## src/rtl/hist_pkg.sv

```systemverilog
package hist_pkg;

  typedef enum logic [2:0] {
    ST_IDLE  = 3'd0,
    ST_CLEAR = 3'd1,
    ST_RUN   = 3'd2,
    ST_DRAIN = 3'd3,
    ST_DONE  = 3'd4
  } hist_state_t;

endpackage

```

## src/rtl/hist_bin_ram.sv

```systemverilog
module hist_bin_ram #(
  parameter int ADDR_W = 4,
  parameter int DATA_W = 32
) (
  input  logic              clk,
  input  logic              we,
  input  logic [ADDR_W-1:0] waddr,
  input  logic [DATA_W-1:0] wdata,
  input  logic [ADDR_W-1:0] raddr,
  output logic [DATA_W-1:0] rdata
);
  localparam int DEPTH = 1 << ADDR_W;

  logic [DATA_W-1:0] mem [DEPTH];

  // simple dual port, read-first; suited to block RAM inference
  always_ff @(posedge clk) begin
    if (we) mem[waddr] <= wdata;
    rdata <= mem[raddr];
  end
endmodule

```

## src/rtl/hist_seq_ctrl.sv

```systemverilog
module hist_seq_ctrl
  import hist_pkg::*;
#(
  parameter int CODE_W = 4,
  parameter int CNT_W  = 32,
  parameter int P_W    = 16
) (
  input  logic              clk,
  input  logic              rst,
  input  logic              start,
  input  logic [CNT_W-1:0]  budget,
  input  logic [P_W-1:0]    periods,
  input  logic              smp_valid,
  input  logic              smp_is_end,
  output hist_state_t       state,
  output logic [CODE_W-1:0] clr_addr,
  output logic              accept,
  output logic [CNT_W-1:0]  total,
  output logic [CNT_W-1:0]  end_total,
  output logic [CNT_W-1:0]  budget_q,
  output logic              param_err
);
  localparam int                CMP_W = CNT_W + P_W + 1;
  localparam logic [CODE_W-1:0] LAST  = '1;

  logic [CNT_W-1:0] total_nx;
  logic             p_even;
  logic             p_fast;

  always_comb begin
    accept   = smp_valid && (state == ST_RUN);
    total_nx = total + 1'b1;
    p_even   = ~periods[0];
    // stimulus at or above half the sample rate: 2P >= M
    p_fast   = (budget != '0) && (CMP_W'({periods, 1'b0}) >= CMP_W'(budget));
  end

  always_ff @(posedge clk) begin
    if (rst) begin
      state     <= ST_IDLE;
      clr_addr  <= '0;
      total     <= '0;
      end_total <= '0;
      budget_q  <= '0;
      param_err <= 1'b0;
    end else if (start) begin
      state     <= ST_CLEAR;
      clr_addr  <= '0;
      total     <= '0;
      end_total <= '0;
      budget_q  <= budget;
      param_err <= p_even | p_fast;
    end else begin
      case (state)
        ST_CLEAR: begin
          clr_addr <= clr_addr + 1'b1;
          if (clr_addr == LAST) state <= (budget_q == '0) ? ST_DONE : ST_RUN;
        end
        ST_RUN: begin
          if (accept) begin
            total <= total_nx;
            if (smp_is_end) end_total <= end_total + 1'b1;
            if (total_nx == budget_q) state <= ST_DRAIN;
          end
        end
        ST_DRAIN: state <= ST_DONE;
        default:  state <= state;
      endcase
    end
  end
endmodule

```

## src/rtl/hist_dnl_calc.sv

```systemverilog
module hist_dnl_calc #(
  parameter int CODE_W = 4,
  parameter int CNT_W  = 32,
  parameter int FRAC_W = 8,
  parameter int DNL_W  = 16
) (
  input  logic                    clk,
  input  logic                    rst,
  input  logic                    go,
  input  logic [CNT_W-1:0]        count,
  input  logic [CNT_W-1:0]        den,
  input  logic                    ramp,
  input  logic                    is_end,
  output logic                    fin,
  output logic signed [DNL_W-1:0] dnl
);
  localparam int               NBINS = 1 << CODE_W;
  localparam int               NUM_W = CNT_W + CODE_W + FRAC_W;
  localparam int               ITW   = $clog2(NUM_W + 1);
  localparam logic [NUM_W-1:0] ONE   = NUM_W'(1 << FRAC_W);
  localparam logic [NUM_W-1:0] LIM   = NUM_W'((1 << (DNL_W - 1)) - 1 + (1 << FRAC_W));
  localparam logic [DNL_W-1:0] MAXP  = DNL_W'((1 << (DNL_W - 1)) - 1);

  logic [NUM_W-1:0] num_sh;
  logic [NUM_W-1:0] quo;
  logic [CNT_W-1:0] rem;
  logic [CNT_W-1:0] den_q;
  logic [ITW-1:0]   iter;
  logic             run;

  logic             bypass;
  logic [NUM_W-1:0] num_init;
  logic [CNT_W:0]   rem_sh;
  logic             take;
  logic [CNT_W-1:0] rem_nx;

  always_comb begin
    bypass   = !ramp || is_end || (den == '0);
    num_init = (NUM_W'(count) * NUM_W'(NBINS - 2)) << FRAC_W;
    rem_sh   = {rem, num_sh[NUM_W-1]};
    take     = rem_sh >= {1'b0, den_q};
    rem_nx   = take ? CNT_W'(rem_sh - {1'b0, den_q}) : rem_sh[CNT_W-1:0];
  end

  // restoring division, one quotient bit per cycle
  always_ff @(posedge clk) begin
    if (rst) begin
      num_sh <= '0;
      quo    <= '0;
      rem    <= '0;
      den_q  <= '0;
      iter   <= '0;
      run    <= 1'b0;
      fin    <= 1'b0;
      dnl    <= '0;
    end else begin
      fin <= 1'b0;
      if (go) begin
        if (bypass) begin
          fin <= 1'b1;
          dnl <= '0;
        end else begin
          run    <= 1'b1;
          iter   <= ITW'(NUM_W);
          num_sh <= num_init;
          rem    <= '0;
          quo    <= '0;
          den_q  <= den;
        end
      end else if (run) begin
        if (iter != '0) begin
          rem    <= rem_nx;
          quo    <= {quo[NUM_W-2:0], take};
          num_sh <= num_sh << 1;
          iter   <= iter - 1'b1;
        end else begin
          run <= 1'b0;
          fin <= 1'b1;
          if (quo > LIM) dnl <= MAXP;
          else           dnl <= DNL_W'(quo - ONE);
        end
      end
    end
  end
endmodule

```

## src/rtl/code_hist_engine.sv

```systemverilog
module code_hist_engine
  import hist_pkg::*;
#(
  parameter int CODE_W = 4,
  parameter int CNT_W  = 32,
  parameter int P_W    = 16,
  parameter int FRAC_W = 8,
  parameter int DNL_W  = 16
) (
  input  logic                    clk,
  input  logic                    rst,
  input  logic                    start,
  input  logic [CNT_W-1:0]        budget_m,
  input  logic [P_W-1:0]          periods_p,
  input  logic                    ramp_mode,
  input  logic                    smp_valid,
  input  logic [CODE_W-1:0]       smp_code,
  output logic                    ready,
  output logic                    done,
  output logic                    param_err,
  output logic [CNT_W-1:0]        total_cnt,
  input  logic                    rd_en,
  input  logic [CODE_W-1:0]       rd_addr,
  output logic                    rd_valid,
  output logic [CNT_W-1:0]        rd_count,
  output logic                    rd_missing,
  output logic signed [DNL_W-1:0] rd_dnl
);
  localparam logic [CODE_W-1:0] TOP_CODE = '1;
  localparam logic [CNT_W-1:0]  CNT_MAX  = '1;

  hist_state_t       state;
  logic [CODE_W-1:0] clr_addr;
  logic              accept;
  logic [CNT_W-1:0]  end_total;
  logic [CNT_W-1:0]  budget_lat;
  logic              smp_is_end;

  assign smp_is_end = (smp_code == '0) || (smp_code == TOP_CODE);

  hist_seq_ctrl #(.CODE_W(CODE_W), .CNT_W(CNT_W), .P_W(P_W)) u_ctrl (
    .clk        (clk),
    .rst        (rst),
    .start      (start),
    .budget     (budget_m),
    .periods    (periods_p),
    .smp_valid  (smp_valid),
    .smp_is_end (smp_is_end),
    .state      (state),
    .clr_addr   (clr_addr),
    .accept     (accept),
    .total      (total_cnt),
    .end_total  (end_total),
    .budget_q   (budget_lat),
    .param_err  (param_err)
  );

  assign ready = (state == ST_RUN);
  assign done  = (state == ST_DONE);

  logic ramp_q;
  always_ff @(posedge clk) begin
    if (rst)        ramp_q <= 1'b0;
    else if (start) ramp_q <= ramp_mode;
  end

  // read-modify-write pipeline
  logic              s1_vld;
  logic [CODE_W-1:0] s1_addr;
  logic              fw_vld;
  logic [CODE_W-1:0] fw_addr;
  logic [CNT_W-1:0]  fw_data;
  logic [CNT_W-1:0]  ram_rdata;
  logic [CNT_W-1:0]  base;
  logic [CNT_W-1:0]  bumped;
  logic              clearing;
  logic              ram_we;
  logic [CODE_W-1:0] ram_waddr;
  logic [CNT_W-1:0]  ram_wdata;
  logic [CODE_W-1:0] ram_raddr;

  always_comb begin
    clearing  = (state == ST_CLEAR);
    base      = (fw_vld && fw_addr == s1_addr) ? fw_data : ram_rdata;
    bumped    = (base == CNT_MAX) ? base : base + 1'b1;
    ram_we    = clearing || s1_vld;
    ram_waddr = clearing ? clr_addr : s1_addr;
    ram_wdata = clearing ? '0 : bumped;
    ram_raddr = done ? rd_addr : smp_code;
  end

  always_ff @(posedge clk) begin
    if (rst || start) begin
      s1_vld  <= 1'b0;
      s1_addr <= '0;
      fw_vld  <= 1'b0;
      fw_addr <= '0;
      fw_data <= '0;
    end else begin
      s1_vld  <= accept;
      s1_addr <= smp_code;
      fw_vld  <= s1_vld && !clearing;
      fw_addr <= s1_addr;
      fw_data <= bumped;
    end
  end

  hist_bin_ram #(.ADDR_W(CODE_W), .DATA_W(CNT_W)) u_ram (
    .clk   (clk),
    .we    (ram_we),
    .waddr (ram_waddr),
    .wdata (ram_wdata),
    .raddr (ram_raddr),
    .rdata (ram_rdata)
  );

  // readout
  logic                    rd_busy;
  logic                    rd_fetch;
  logic                    rd_go;
  logic [CODE_W-1:0]       rd_addr_q;
  logic [CNT_W-1:0]        cnt_q;
  logic                    dnl_fin;
  logic signed [DNL_W-1:0] dnl_val;
  logic [CNT_W-1:0]        dnl_den;
  logic                    rd_is_end;

  always_comb begin
    rd_go     = rd_en && done && !rd_busy;
    dnl_den   = total_cnt - end_total;
    rd_is_end = (rd_addr_q == '0) || (rd_addr_q == TOP_CODE);
  end

  hist_dnl_calc #(.CODE_W(CODE_W), .CNT_W(CNT_W), .FRAC_W(FRAC_W), .DNL_W(DNL_W)) u_dnl (
    .clk    (clk),
    .rst    (rst || start),
    .go     (rd_fetch),
    .count  (ram_rdata),
    .den    (dnl_den),
    .ramp   (ramp_q),
    .is_end (rd_is_end),
    .fin    (dnl_fin),
    .dnl    (dnl_val)
  );

  always_ff @(posedge clk) begin
    if (rst || start) begin
      rd_busy    <= 1'b0;
      rd_fetch   <= 1'b0;
      rd_addr_q  <= '0;
      cnt_q      <= '0;
      rd_valid   <= 1'b0;
      rd_count   <= '0;
      rd_missing <= 1'b0;
      rd_dnl     <= '0;
    end else begin
      rd_valid <= 1'b0;
      rd_fetch <= rd_go;
      if (rd_go) begin
        rd_busy   <= 1'b1;
        rd_addr_q <= rd_addr;
      end
      if (rd_fetch) cnt_q <= ram_rdata;
      if (dnl_fin && rd_busy) begin
        rd_valid   <= 1'b1;
        rd_count   <= cnt_q;
        rd_missing <= (cnt_q == '0);
        rd_dnl     <= dnl_val;
        rd_busy    <= 1'b0;
      end
    end
  end
endmodule

```

## config.mk

```make
export PLATFORM = sky130hd
export DESIGN_NAME = code_hist_engine
export DESIGN_NICKNAME = d
export VERILOG_FILES = /design/src/rtl/hist_pkg.sv /design/src/rtl/hist_bin_ram.sv /design/src/rtl/hist_seq_ctrl.sv /design/src/rtl/hist_dnl_calc.sv /design/src/rtl/code_hist_engine.sv
export SDC_FILE = /design/constraint.sdc
export NUM_CORES = 2
export LEC_CHECK = 0
export ABC_CLOCK_PERIOD_IN_PS = 11800
export BUFFER_PORTS_ARGS = -buffer_cell sky130_fd_sc_hd__buf_2
export CAP_MARGIN = 25
export CORE_MARGIN = 8
export CORE_UTILIZATION = 40
export CTS_BUF_LIST = sky130_fd_sc_hd__clkbuf_2 sky130_fd_sc_hd__clkbuf_4 sky130_fd_sc_hd__clkbuf_8
export DETAILED_ROUTE_END_ITERATION = 8
export PLACE_DENSITY_LB_ADDON = 0.08
export SKIP_CTS_REPAIR_TIMING = 1
export SYNTH_ARGS = -nofsm -noshare
export SYNTH_HDL_FRONTEND = slang
export SYNTH_SLANG_ARGS = --single-unit
```

## constraint.sdc

```tcl
create_clock -name clk -period 11.8 [get_ports clk]
set_input_delay 0.59 -clock clk [delete_from_list [all_inputs] [get_ports clk]]
set_output_delay 0.59 -clock clk [all_outputs]
set_load 0.01 [all_outputs]
```

* Word level (Yosys, flattened, before mapping)
Memories as Yosys holds them, arrays and structs flattened. A register that Yosys moved wholly into a read port is not among the register bits.
Index checks and enable logic that the tools add are counted.
** Storage, ports and cells
- Bits in registers :: 411
- Memory bits (writable) :: 512
- Input port bits :: 62
- Output and inout bits :: 85
- Logic and storage cells :: 144
- Memories :: 1
** Operators by class
- Add/sub/neg operators :: 8
- Multipliers :: 1
- Magnitude comparators :: 3
- Eq/ne operators :: 19
- Muxes and demuxes :: 44
- Bitwise gates (word level) :: 3
- Reduce and logical (&&, ||, !) cells :: 36
** Memories
- u_ram.mem :: depth 16, bits a word 32, read ports 1, clocked after Yosys merged registers in 1, wr ports 1, RTL line hist_bin_ram.sv:14 : logic [DATA_W-1:0] mem [DEPTH];
** Operators with widths (count)
- 44-bit two-way mux :: 8
- 32-bit two-way mux :: 8
- 32-bit by 1-bit adder with 32-bit output (second input constant) :: 3
- 32-bit zero test :: 3
- 16-bit two-way mux :: 5
- 32-bit subtractor :: 2
- 44-bit by 16-bit > comparator with 1-bit output (second input constant) :: 1
- 32-bit by 3-bit multiplier with 35-bit output (second input constant) :: 1
- 33-bit by 32-bit greater-or-equal comparator with 1-bit output :: 1
- 32-bit equality test :: 1
- 32-bit equality test (second input constant) :: 1
- 17-bit by 32-bit greater-or-equal comparator with 1-bit output :: 1
- 32-bit nonzero test :: 1
- 6-bit two-way mux :: 4
- 16-bit by 9-bit subtractor with 16-bit output (second input constant) :: 1
- 4-bit equality test (second input constant) :: 3
- 1-bit two-way mux :: 12
- 3-bit two-way mux :: 4
- 3-bit by 2-bit != test with 1-bit output (second input constant) :: 3
- 3-bit one-hot mux with 3 select lines :: 1
- 3-bit AND reduction :: 3
- 4-bit zero test :: 2
- 4-bit two-way mux :: 2
- 2-bit by 1-bit != test with 1-bit output (second input constant) :: 4
- 19 further kinds :: 39

* Longest topological paths before layout
- Word-level depth :: 6
- Depth in mapped cells :: 18
- Gate-level depth less buffers :: 15

* Modules after synthesis
From an unflattened synthesis, not the netlist that was laid out.
** Unflattened totals
- Cell total of the unflattened synthesis :: 3834
- Area total of the unflattened synthesis :: 44586.5 µm²
** Modules (own cells, without submodules)
- hist_bin_ram :: times used 1, cells an instance 838, area each 19835.3 µm², seq. area each 16015.4 µm²
- hist_dnl_calc :: times used 1, cells an instance 1356, area each 10877.9 µm², seq. area each 3343.2 µm²
- code_hist_engine :: times used 1, cells an instance 928, area each 7803.7 µm², seq. area each 2622.5 µm²
- hist_seq_ctrl :: times used 1, cells an instance 712, area each 6069.6 µm², seq. area each 2082.0 µm²

* Worst setup path before layout
Ideal clock, no wire load.
- Path kind :: reg-to-reg
- From :: reg s1_addr[3]
- To :: mem u_ram.mem[0][28] (data pin)
- Library setup time :: 0.281 ns
- Arrival :: 3.999 ns
- Required time :: 11.519 ns
- Setup slack :: 7.520 ns
- Cell stages (with the launch flop) :: 16
- Buffers on the path :: 2
- Clock period less this slack :: 4.280 ns
- Cell sequence :: dfxtp_1 xor2_1 or3_1 nor2_1 clkbuf_1 clkbuf_1 nand2_1 nand2_1 ha_1 o221ai_1 or4b_2 nor2_1 xor2_1 nor2_1 a21oi_1 nor2b_1
** Between the ends
- Longest elaborated chain between the ends :: 6
- Elaborated cells on any way between the ends :: 7
- Those cells by class :: add/sub (1); eq/ne (2); mux (3); reduce/logical (1)
** RTL lines
- start: declaration :: RTL line code_hist_engine.sv:69 : logic [CODE_W-1:0] s1_addr;
- start signal: assignment :: RTL line code_hist_engine.sv:101 : s1_addr <= smp_code;
- 4-bit equality test * :: RTL line code_hist_engine.sv:84 : base = (fw_vld && fw_addr == s1_addr) ? fw_data : ram_rdata;
- 1-bit logical AND * :: RTL line code_hist_engine.sv:84
- 32-bit two-way mux * :: RTL line code_hist_engine.sv:84
- 32-bit by 1-bit adder with 32-bit output / 32-bit equality test (equally long branches) :: RTL line code_hist_engine.sv:85 : bumped = (base == CNT_MAX) ? base : base + 1'b1;
- 32-bit two-way mux * :: RTL line code_hist_engine.sv:85
- 32-bit two-way mux * :: RTL line code_hist_engine.sv:88 : ram_wdata = clearing ? '0 : bumped;
- named net ram_wdata[28] :: RTL line code_hist_engine.sv:79 : logic [CNT_W-1:0] ram_wdata;
- end: declaration :: RTL line hist_bin_ram.sv:14
The timed path passes the listed nets; every way through them passes the cells marked *.

* Final worst setup path
- From :: reg s1_addr[3]
- To :: mem u_ram.mem[1][27] (data pin)
Same word-level chain as after synthesis.

==> metrics.txt <==
min-delay src budget_m[19]; CTS tree done; P_leak 18.4 nW; clock root buffer clkbuf_8; dominant synthesized flop cell edfxtp_1; layout cells sized above 1 between 10 and 15%; WP data arrival 5910 ps; Top delay family on crit path simple AND/OR/NAND/NOR gates; Hold Crit Class primary input to register; Initial Utilization 40.3%; drt total wl ~120,000 um; Largest register FFs 512; Most common cell on crit path nand2_1; Pre-Repair DR Iteration Count 5; pre-CTS WS about 6600 ps; Crit path depth 15; slowest stage delay, CP 770 ps; largest reg by FF count u_ram.mem; initial antenna violation count 4; post-synthesis sequential area ratio 54.0%; fin crit period 5440 ps; global-route wire length before repair 191,000 um; CP bufs+invs 1; final count of hold timing violations 0; placer congestion estimate 0.847; wl on met1 a little over 60,000 um; vias per inst 5.42; max cap viols 0; R2R Path End u_ram.mem[1][27]; Worst-path clk slew 60 ps; Global Route Usage Sum approximately 20%; die area 0.122 mm^2; sw power roughly 1.9 mW; final setup margin 6360 ps; post-DP HPWL 78,400 um; RSZ-0062 raised after global routing false; Required @ worst endpoint 12,270 ps; die height 350 um; vias in the first global route 31,300; Clock Tree Buf Depth 3; run status completed; mean post-synth cell area 10.6 um^2; Pwr Density 151 mW/mm^2; Final Net Count about 4,600; switch share 25.6%; VDD IR max 0.0829 mV; RR Startpoint s1_addr[3]; DR iter-0 viols 2,009; Int Pwr 5.65 mW; area post-placement 0.0469 mm^2; die width roughly 350 um; drt wl/cell 20.9 um; Clk Latency, worst-skew pair 820 ps; post-synthesis register bit count 946; Hold EP u_ctrl.budget_q[19]; via count 32,300; largest net degree at the start of global routing ~170; antenna viol nets, final 0; Worst-Margin Slew 1070 ps; crit path capture type register; Port Buffers approximately 150; proportion of power drawn by the clock network 41.3%; R2R setup slack 6360 ps; syn_nets 4,419; cells on worst reg2reg path 15; Ports about 150; worst-path cell chain xor2_1 -> nor3_1 -> nand2_1 -> buf_4 -> nand2_1 -> nand2_1 -> ha_1 -> o221ai_1 -> o2111ai_1 -> o21bai_1 -> nor2_1 -> nand4_1 -> xor2_1 -> mux2_2 -> nor2_1; design area between 0.05 and 0.06 mm^2; hold depth 3; max_slew headroom between 20 and 30%; setup TNS 0 ps; H-tree depth 4; Filler cells 10,600; Crit Path Max Fanout 20; Critical Path Start Type register; CP max-delay cell nor3_1; Setup CP Type register to register; Congestion Overflow GR 0; Tot Pwr 7.60 mW; met2 wire length ~56,000 um; ys async rst share 0%; largest registers u_ram.mem: 512 flops, u_dnl.quo: 44 flops, u_dnl.num_sh: 35 flops; Reg power frac 47.8%; Warnings, synthesis 0; Final Util 45.7%; final setup fails 0; residual DRC count 0; Top Layer Used met5; wire length on met3 approximately 5500 um; synthesized area 0.0445 mm^2; # rows 122; max frequency 0.184 GHz; Core ar. 0.111 mm^2; combinational power share 10.9%; number of distinct library cells after synthesis 82; Post-Route Skew 41.6 ps; cells after synthesis approximately 4,200; Final Cycle Share 46.1%; Max Slew Vio Count 0; cts bufs inserted 165; Num Clock Sinks 946; Area growth syn-to-layout 13.3%; number of flops mapped to enable cells by yosys 512
per-layer routing:
metal  vias up  track usage (%)
met5         -                0
met2       655             30.9
met1     15700             28.5
met4         2             5.83
met3       194             3.50
li1      15700                -
worst reg2reg max path: stages, from the launching register on:
cell	delay [ps]
dfxtp_1	360
xor2_1	190
nor3_1	770
nand2_1	520
buf_4	360
nand2_1	90
nand2_1	80
ha_1	230
o221ai_1	160
o2111ai_1	310
o21bai_1	340
nor2_1	400
nand4_1	170
xor2_1	180
mux2_2	290
nor2_1	670
power groups by stage:
stage / combinational, mW / clock (mW) / sequential [mW]
floorplan: 0.611 / 0 / 3.66
global placement: 0.827 / 0 / 3.70
detailed placement: 0.830 / 0 / 3.70
CTS: 0.834 / 3.23 / 3.63
global route: 0.928 / 3.38 / 3.63
finish: 0.830 / 3.14 / 3.63
final cells by class:
type                            count  area, um^2  area share, %
Sequential cell                   946       24100           47.7
Multi-Input combinational cell   2893       19300           38.3
Clock buffer                      271        3220           6.38
Tap cell                         1488        1860           3.69
Timing Repair Buffer              207        1240           2.46
Inverter                          124         465          0.923
Clock inverter                     26         262          0.518
Antenna cell                        4        10.0         0.0198
worst max path at each step:
stage / startpoint / to / slack, ps
floorplan: s1_addr[3] / u_ram.mem[0][28] / 7520
global placement: s1_addr[3] / u_ram.mem[10][27] / 6670
detailed placement: s1_addr[3] / u_ram.mem[8][27] / 6590
CTS: s1_addr[3] / u_ram.mem[10][27] / 6520
global route: s1_addr[3] / u_ram.mem[10][27] / 6110
finish: s1_addr[3] / u_ram.mem[1][27] / 6360
cells by family (layout without fill, tap and decap cells):
family	count (synthesis)	in the layout	synth area share (%)
compound gates	970	970	15.3
simple gates	1379	1379	14.5
fa+ha+maj	155	155	4.93
xor+xnor	228	228	4.48
mux	161	161	3.64
other cells	0	4	0
buf+inv	363	628	3.14
flops	946	946	54.0
Yosys cell counts (8+ instances only):
master | n | area [um^2]
inv_1 | 124 | 465
buf_2 | 11 | 55.1
xnor2_1 | 137 | 1200
nor2_1 | 384 | 1440
and2_1 | 146 | 913
nand2_1 | 440 | 1650
nand2b_1 | 21 | 131
nor3_1 | 98 | 490
a22o_1 | 99 | 867
or3_1 | 22 | 138
a311oi_1 | 71 | 622
a21oi_1 | 220 | 1100
o211ai_1 | 11 | 82.6
edfxtp_1 | 512 | 15400
o21a_1 | 20 | 150
a31oi_1 | 96 | 601
fa_1 | 34 | 681
xor2_1 | 91 | 797
nand4_1 | 53 | 332
dfxtp_1 | 434 | 8690
nor2b_1 | 15 | 93.8
clkbuf_1 | 213 | 800
ha_1 | 121 | 1510
nor3b_1 | 9 | 67.6
o21ai_0 | 80 | 400
o31ai_1 | 11 | 82.6
a21o_1 | 40 | 300
nand3_1 | 63 | 315
buf_1 | 11 | 41.3
nor4_1 | 41 | 257
o2bb2ai_1 | 43 | 377
and3_1 | 36 | 225
mux2i_1 | 153 | 1530
mux2_2 | 8 | 90.1
a211oi_1 | 202 | 1520
o21bai_1 | 10 | 75.1
and2_0 | 16 | 100
through the flow:
stage          hold slack, ps  std cells
2_1_floorplan             426       4202
3_3_place_gp              443       5649
3_5_place_dp              447       5652
4_1_cts                 -66.9       5949
5_1_grt                  7.12       5957
6_report                 32.5       5959
cells in the final DEF (no fill, tap or decap), types with 8 or more instances in the layout:
cell type	instances
nand2_1	440
o31ai_1	11
xor2_1	91
ha_1	121
a311oi_1	71
nand4_1	53
a21oi_1	219
o21ai_0	80
or3_1	22
dfxtp_1	433
and3_1	35
mux2i_1	149
clkbuf_4	82
a22o_1	99
inv_1	124
buf_2	146
nand3_1	63
buf_4	53
o21a_1	19
nor3_1	98
nor2b_1	15
and2_1	146
and2_0	16
nor2_1	364
nor2_4	19
nor4_1	41
fa_1	34
edfxtp_1	512
clkinv_1	8
clkbuf_8	189
o2bb2ai_1	43
o211ai_1	11
xnor2_1	137
a21o_1	40
o21bai_1	10
a211oi_1	201
nand2b_1	21
a31oi_1	96
Power figures use the tool's default switching activity.
